File: config.mk
export PLATFORM = sky130hd
export DESIGN_NAME = cs_stopwatch
export DESIGN_NICKNAME = d
export VERILOG_FILES = /design/src/rtl/sw_pkg.sv /design/src/rtl/sw_tick_div.sv /design/src/rtl/sw_digit.sv /design/src/rtl/sw_seg7.sv /design/src/rtl/cs_stopwatch.sv
export SDC_FILE = /design/constraint.sdc
export NUM_CORES = 1
export LEC_CHECK = 0
export BUFFER_PORTS_ARGS = -buffer_cell sky130_fd_sc_hd__buf_2
export CAP_MARGIN = 40
export CORE_ASPECT_RATIO = 1.75
export CORE_MARGIN = 4
export CORE_UTILIZATION = 52
export CTS_CLUSTER_SIZE = 24
export DETAILED_ROUTE_END_ITERATION = 10
export PLACE_DENSITY_LB_ADDON = 0.08
export SLEW_MARGIN = 20
export SYNTH_ARGS = -nofsm -noshare
export SYNTH_HDL_FRONTEND = slang
export SYNTH_SLANG_ARGS = --single-unit
File: constraint.sdc
create_clock -name clk_i -period 2.35 [get_ports clk_i]
set_input_delay 0.3525 -clock clk_i [delete_from_list [all_inputs] [get_ports clk_i]]
set_output_delay 0.3525 -clock clk_i [all_outputs]
set_load 0.05 [all_outputs]
File: src/rtl/sw_pkg.sv
package sw_pkg;
  localparam int unsigned NUM_DIGITS = 6;
  typedef logic [3:0] digit_t;
  typedef logic [6:0] seg_t;

  // Largest value of digit idx; idx 5 is the minutes tens.
  function automatic int unsigned digit_max(int unsigned idx, int unsigned mt_max);
    if (idx == 3) return 5;
    if (idx == 5) return mt_max;
    return 9;
  endfunction
endpackage

File: src/rtl/sw_tick_div.sv
module sw_tick_div #(
  parameter int unsigned TICK_CYCLES = 500000  // must be >= 2
) (
  input  logic clk_i,
  input  logic rst_ni,
  input  logic run_i,
  output logic tick_o
);
  localparam int unsigned CW = $clog2(TICK_CYCLES);
  localparam logic [CW-1:0] RELOAD = CW'(TICK_CYCLES - 1);

  logic [CW-1:0] cnt_q;

  always_ff @(posedge clk_i or negedge rst_ni) begin
    if (!rst_ni)    cnt_q <= RELOAD;
    else if (run_i) cnt_q <= (cnt_q == '0) ? RELOAD : cnt_q - 1'b1;
  end

  assign tick_o = run_i && (cnt_q == '0);


  tick_single_chk: assert property (@(posedge clk_i) disable iff (!rst_ni)
    tick_o |=> !tick_o);

  div_hold_chk: assert property (@(posedge clk_i) disable iff (!rst_ni)
    !run_i |=> $stable(cnt_q));
endmodule

File: src/rtl/sw_digit.sv
module sw_digit
  import sw_pkg::*;
#(
  parameter int unsigned MAX_VAL = 9
) (
  input  logic   clk_i,
  input  logic   rst_ni,
  input  logic   en_i,
  output digit_t val_o,
  output logic   max_o
);
  localparam digit_t MAXV = digit_t'(MAX_VAL);

  digit_t val_q;

  always_ff @(posedge clk_i or negedge rst_ni) begin
    if (!rst_ni)   val_q <= '0;
    else if (en_i) val_q <= max_o ? '0 : val_q + 1'b1;
  end

  assign val_o = val_q;
  assign max_o = (val_q == MAXV);


  digit_range_chk: assert property (@(posedge clk_i) disable iff (!rst_ni)
    val_q <= MAXV);

  digit_wrap_chk: assert property (@(posedge clk_i) disable iff (!rst_ni)
    (en_i && val_q == MAXV) |=> val_q == '0);

  digit_hold_chk: assert property (@(posedge clk_i) disable iff (!rst_ni)
    !en_i |=> $stable(val_q));
endmodule

File: src/rtl/sw_seg7.sv
module sw_seg7
  import sw_pkg::*;
(
  input  digit_t digit_i,
  output seg_t   seg_o
);
  seg_t on;  // active-high, bit0 = a

  always_comb begin
    unique case (digit_i)
      4'd0: on = 7'b0111111;
      4'd1: on = 7'b0000110;
      4'd2: on = 7'b1011011;
      4'd3: on = 7'b1001111;
      4'd4: on = 7'b1100110;
      4'd5: on = 7'b1101101;
      4'd6: on = 7'b1111101;
      4'd7: on = 7'b0000111;
      4'd8: on = 7'b1111111;
      4'd9: on = 7'b1101111;
      default: on = 7'b0000000;
    endcase
  end

  assign seg_o = ~on;
endmodule

File: src/rtl/cs_stopwatch.sv
module cs_stopwatch
  import sw_pkg::*;
#(
  parameter int unsigned TICK_CYCLES = 500000,
  parameter int unsigned MT_MAX      = 5
) (
  input  logic       clk_i,
  input  logic       rst_ni,
  input  logic       start_ni,
  input  logic       stop_ni,
  input  logic       clear_ni,
  output logic [6:0] seg0_o,
  output logic [6:0] seg1_o,
  output logic [6:0] seg2_o,
  output logic [6:0] seg3_o,
  output logic [6:0] seg4_o,
  output logic [6:0] seg5_o
);
  logic   core_rst_n;
  logic   run_q;
  logic   tick;
  logic   en   [NUM_DIGITS];
  logic   at_max [NUM_DIGITS];
  digit_t val  [NUM_DIGITS];
  seg_t   seg  [NUM_DIGITS];

  // clear acts as the counters' asynchronous reset
  assign core_rst_n = rst_ni & clear_ni;

  always_ff @(posedge clk_i or negedge core_rst_n) begin
    if (!core_rst_n)    run_q <= 1'b0;
    else if (!stop_ni)  run_q <= 1'b0;
    else if (!start_ni) run_q <= 1'b1;
  end

  sw_tick_div #(.TICK_CYCLES(TICK_CYCLES)) u_div (
    .clk_i (clk_i),
    .rst_ni(core_rst_n),
    .run_i (run_q),
    .tick_o(tick)
  );

  for (genvar i = 0; i < NUM_DIGITS; i++) begin : g_dig
    if (i == 0) begin : g_first
      assign en[i] = tick;
    end else begin : g_chain
      assign en[i] = en[i-1] & at_max[i-1];
    end

    sw_digit #(.MAX_VAL(digit_max(i, MT_MAX))) u_digit (
      .clk_i (clk_i),
      .rst_ni(core_rst_n),
      .en_i  (en[i]),
      .val_o (val[i]),
      .max_o (at_max[i])
    );

    sw_seg7 u_seg (
      .digit_i(val[i]),
      .seg_o  (seg[i])
    );
  end

  assign seg0_o = seg[0];
  assign seg1_o = seg[1];
  assign seg2_o = seg[2];
  assign seg3_o = seg[3];
  assign seg4_o = seg[4];
  assign seg5_o = seg[5];


  idle_no_tick_chk: assert property (@(posedge clk_i) disable iff (!core_rst_n)
    !run_q |-> !tick);

  span_wrap_chk: assert property (@(posedge clk_i) disable iff (!core_rst_n)
    (tick && at_max[0] && at_max[1] && at_max[2] && at_max[3] && at_max[4] && at_max[5])
    |=> (val[0] == '0 && val[1] == '0 && val[2] == '0 &&
         val[3] == '0 && val[4] == '0 && val[5] == '0));

  clear_zero_chk: assert property (@(posedge clk_i) disable iff (!rst_ni)
    !clear_ni |-> (seg[0] == 7'h40 && !run_q));
endmodule

==> impl_results.md <==
* Rel. slew slack at 0.581
* RR Endpoint: g_dig[5].u_digit.val_o[0]
* R2R setup slack at around 100 ps
* Final Hold Viols at 0
* Grt total ovfl at 0
* PD cells at between 500 and 600 nW/µm²
* Chip width at a little under 70 µm
* Synth Instances at ~400
* Pleak at 1.91 nW
* Final Max Tran Viols at 0
* Utilization of the core after routing at 0.633
* Hold crit path type: input pin to async pin
* Pin count of the biggest net entering global routing at 28
* Initial drt markers at 78
* DP Area at 3780 µm²
* Ys async rst share at 1.00
* Antenna viol nets, final at 0
* Clock tree root driver cell: clkbuf_8
* Port Buffers at between 40 and 50
* Placed Instances at 540
* Clock sink total at 44
* CORE AREA at roughly 6200 µm²
* Diodes inserted at 0
* Ratio of cells with drive above 1 in the final layout at 0.237
* Final HPWL DP at 5830 µm
* Cts bufs inserted at 5
* Crit path DAT at about 2400 ps
* Starting Density at 0.535
* First-pass GRT wire length at 12,300 µm
* IR drop worst, VDD at between 0.4 and 0.5 mV
* Initial antenna violation count at 0
* Max Buffers Root-to-Sink at 2
* Nets at 514
* Fin Hold WS at about 180 ps
* Wirelength per Cell at roughly 13 µm
* Clock transition at the registers of the reported paths at approximately 90 ps
* Clock latency at the later pin of the worst-skew pair at 300 ps
* Top-level port count at 47
* Finish-stage setup viols at 0
* Gr usage total at 0.204
* # rows at 38
* Worst-Margin Slew at around 630 ps
* WS Path Type: register to register
* Synth warn at 0
* Syn-to-layout area delta at 18.4%
* Final Cell Area at ~3900 µm²
* H-tree level count at 2
* Post-synth top flop: dfrtp_1
* Non-Filler Instances at approximately 550
* Final Cycle Share at 0.957
* Die Y at ~110 µm
* R2R cell count at 5
* Place WS at 65.8 ps
* Number of synthesized flops with an enable pin at 0
* Max-cap violations at 0
* Routed WL at around 7300 µm
* Final Critical Period at ~2200 ps
* Vias in the first global route at around 2.8k
* Cell variety after synth at 44
* Max FO, Critical Path at 4
* RD Place Congestion at between 0.8 and 0.9
* Via count at 3,004
* #FFs+latches synth at 44
* Syn Area/Cell at 8.24 µm²
* Status: complete, no violations
* Sequential share of the synthesized area at 0.337
* Req. time, crit path at 2540 ps
* Worst Setup End Kind: register
* Reg2reg start: u_div.cnt_q[13]
* Fmax at around 440 MHz
* CP Launch Type: register
* Die area at approximately 7700 µm²
* DRC at 0
* Final setup margin at roughly 100 ps
* CTS tree: yes
* Post-synthesis cell area at about 3300 µm²
* Max Clock Skew at about 9.1 ps
* Hold buffer count at CTS at 0
* Net Count, Synth at roughly 450
* Via/cell ratio at between 5 and 6
* Pre-Repair DR Iteration Count at 5
## Yosys cell counts (2+ instances only)
| master | n | area (µm²) |
|---|---|---|
| a21boi_0 | 2 | 15.0 |
| a21oi_1 | 38 | 190 |
| a22oi_1 | 5 | 37.5 |
| a31oi_1 | 2 | 12.5 |
| and2_1 | 2 | 12.5 |
| and3_1 | 2 | 12.5 |
| clkbuf_1 | 11 | 41.3 |
| dfrtp_1 | 33 | 826 |
| dfstp_2 | 11 | 289 |
| ha_1 | 41 | 513 |
| inv_1 | 30 | 113 |
| mux2_2 | 2 | 22.5 |
| mux2i_1 | 2 | 20.0 |
| nand2_1 | 48 | 180 |
| nand2b_1 | 2 | 12.5 |
| nand3_1 | 9 | 45.0 |
| nand3b_1 | 4 | 30.0 |
| nand4_1 | 4 | 25.0 |
| nor2_1 | 44 | 165 |
| nor3_1 | 12 | 60.1 |
| nor4_1 | 4 | 25.0 |
| o211ai_1 | 6 | 45.0 |
| o21ai_0 | 42 | 210 |
| o31ai_1 | 3 | 22.5 |
| o41ai_1 | 2 | 17.5 |
| or2_2 | 7 | 43.8 |
| or4_1 | 4 | 30.0 |
| xnor2_1 | 8 | 70.1 |
| xor2_1 | 6 | 52.6 |
## metrics by stage
step	setup TNS (ps)	total power [W]
finish	0	0.00197
global route	-17.5	0.00209
CTS	0	0.00198
detailed placement	0	0.00140
global placement	0	0.00138
floorplan	0	0.00129
## worst max-delay path by stage
stage / startpoint / to / depth (start not counted) / slack (ps)
4_1_cts: g_dig[5].u_digit.val_o[1] / seg5_o[0] / 6 / 20
3_3_place_gp: u_div.cnt_q[13] / g_dig[5].u_digit.val_o[0] / 5 / 110
5_1_grt: u_div.cnt_q[0] / g_dig[5].u_digit.val_o[0] / 7 / -20
6_report: u_div.cnt_q[13] / g_dig[5].u_digit.val_o[0] / 5 / 100
2_1_floorplan: u_div.cnt_q[14] / g_dig[5].u_digit.val_o[0] / 5 / 20
3_5_place_dp: u_div.cnt_q[13] / g_dig[5].u_digit.val_o[0] / 5 / 70
## cell usage in the layout (no fill, tap or decap), types with 6 or more instances in the layout
cell | Yosys | layout
or2_2 | 7 | 7
nand3_1 | 9 | 9
buf_2 | 1 | 46
dfstp_2 | 11 | 11
buf_4 | 0 | 26
nor3_1 | 12 | 11
a21oi_1 | 38 | 38
dfrtp_1 | 33 | 32
xnor2_1 | 8 | 8
o21ai_0 | 42 | 42
xor2_1 | 6 | 6
inv_1 | 30 | 30
nor2_1 | 44 | 44
nand2_1 | 48 | 48
o211ai_1 | 6 | 6
ha_1 | 41 | 41
## what timing repair did
item                       CTS  global route
setup endpoints to repair    0             5
resized for setup            0             3
setup buffers                0             1
## logic make-up after synthesis
kind of cell	synth area share
AO/OA/AOI/OAI	0.171
XOR/XNOR	0.0371
adder cells (fa/ha/maj)	0.155
buffers and inverters	0.0481
flip-flops	0.337
multiplexers	0.0208
AND/OR/NAND/NOR	0.230
## metal layers
layer	wire [µm]	global-route usage
met1	2910	0.224
met2	4090	0.373
met3	174	0.0236
met4	148	0.0943
met5	0	0
## power by group
part / total [W] / internal [W] / switching, W / leakage, nW
Combinational: 0.000350 / 0.000165 / 0.000185 / 1.30
Clock: 0.000576 / 0.000314 / 0.000261 / 0.0541
Sequential: 0.00105 / 0.000910 / 0.000139 / 0.561
Total: 0.00197 / 0.00139 / 0.000585 / 1.91
## layout make-up
cell class,instances,area [µm²]
clock buffers,5,68.8
clock inverters,3,42.5
fillers,569,2270
inverters,30,113
multi-input cells,315,2050
flip-flops and latches,44,1120
well taps,80,100
repair buffers,72,425
## critical path, stage by stage, from the launching register on
cell and delay [ps]:
dfstp_2 380, or4_4 570, nor4_4 350, nand3_4 100
or3_4 430, mux2_4 300
## state kept, by name, summed over array words and instances (netlist names)
name                 flops
g_dig.u_digit.val_o     24
run_q                    1
u_div.cnt_q             19
No activity file was read; power rests on OpenSTA's default activity.
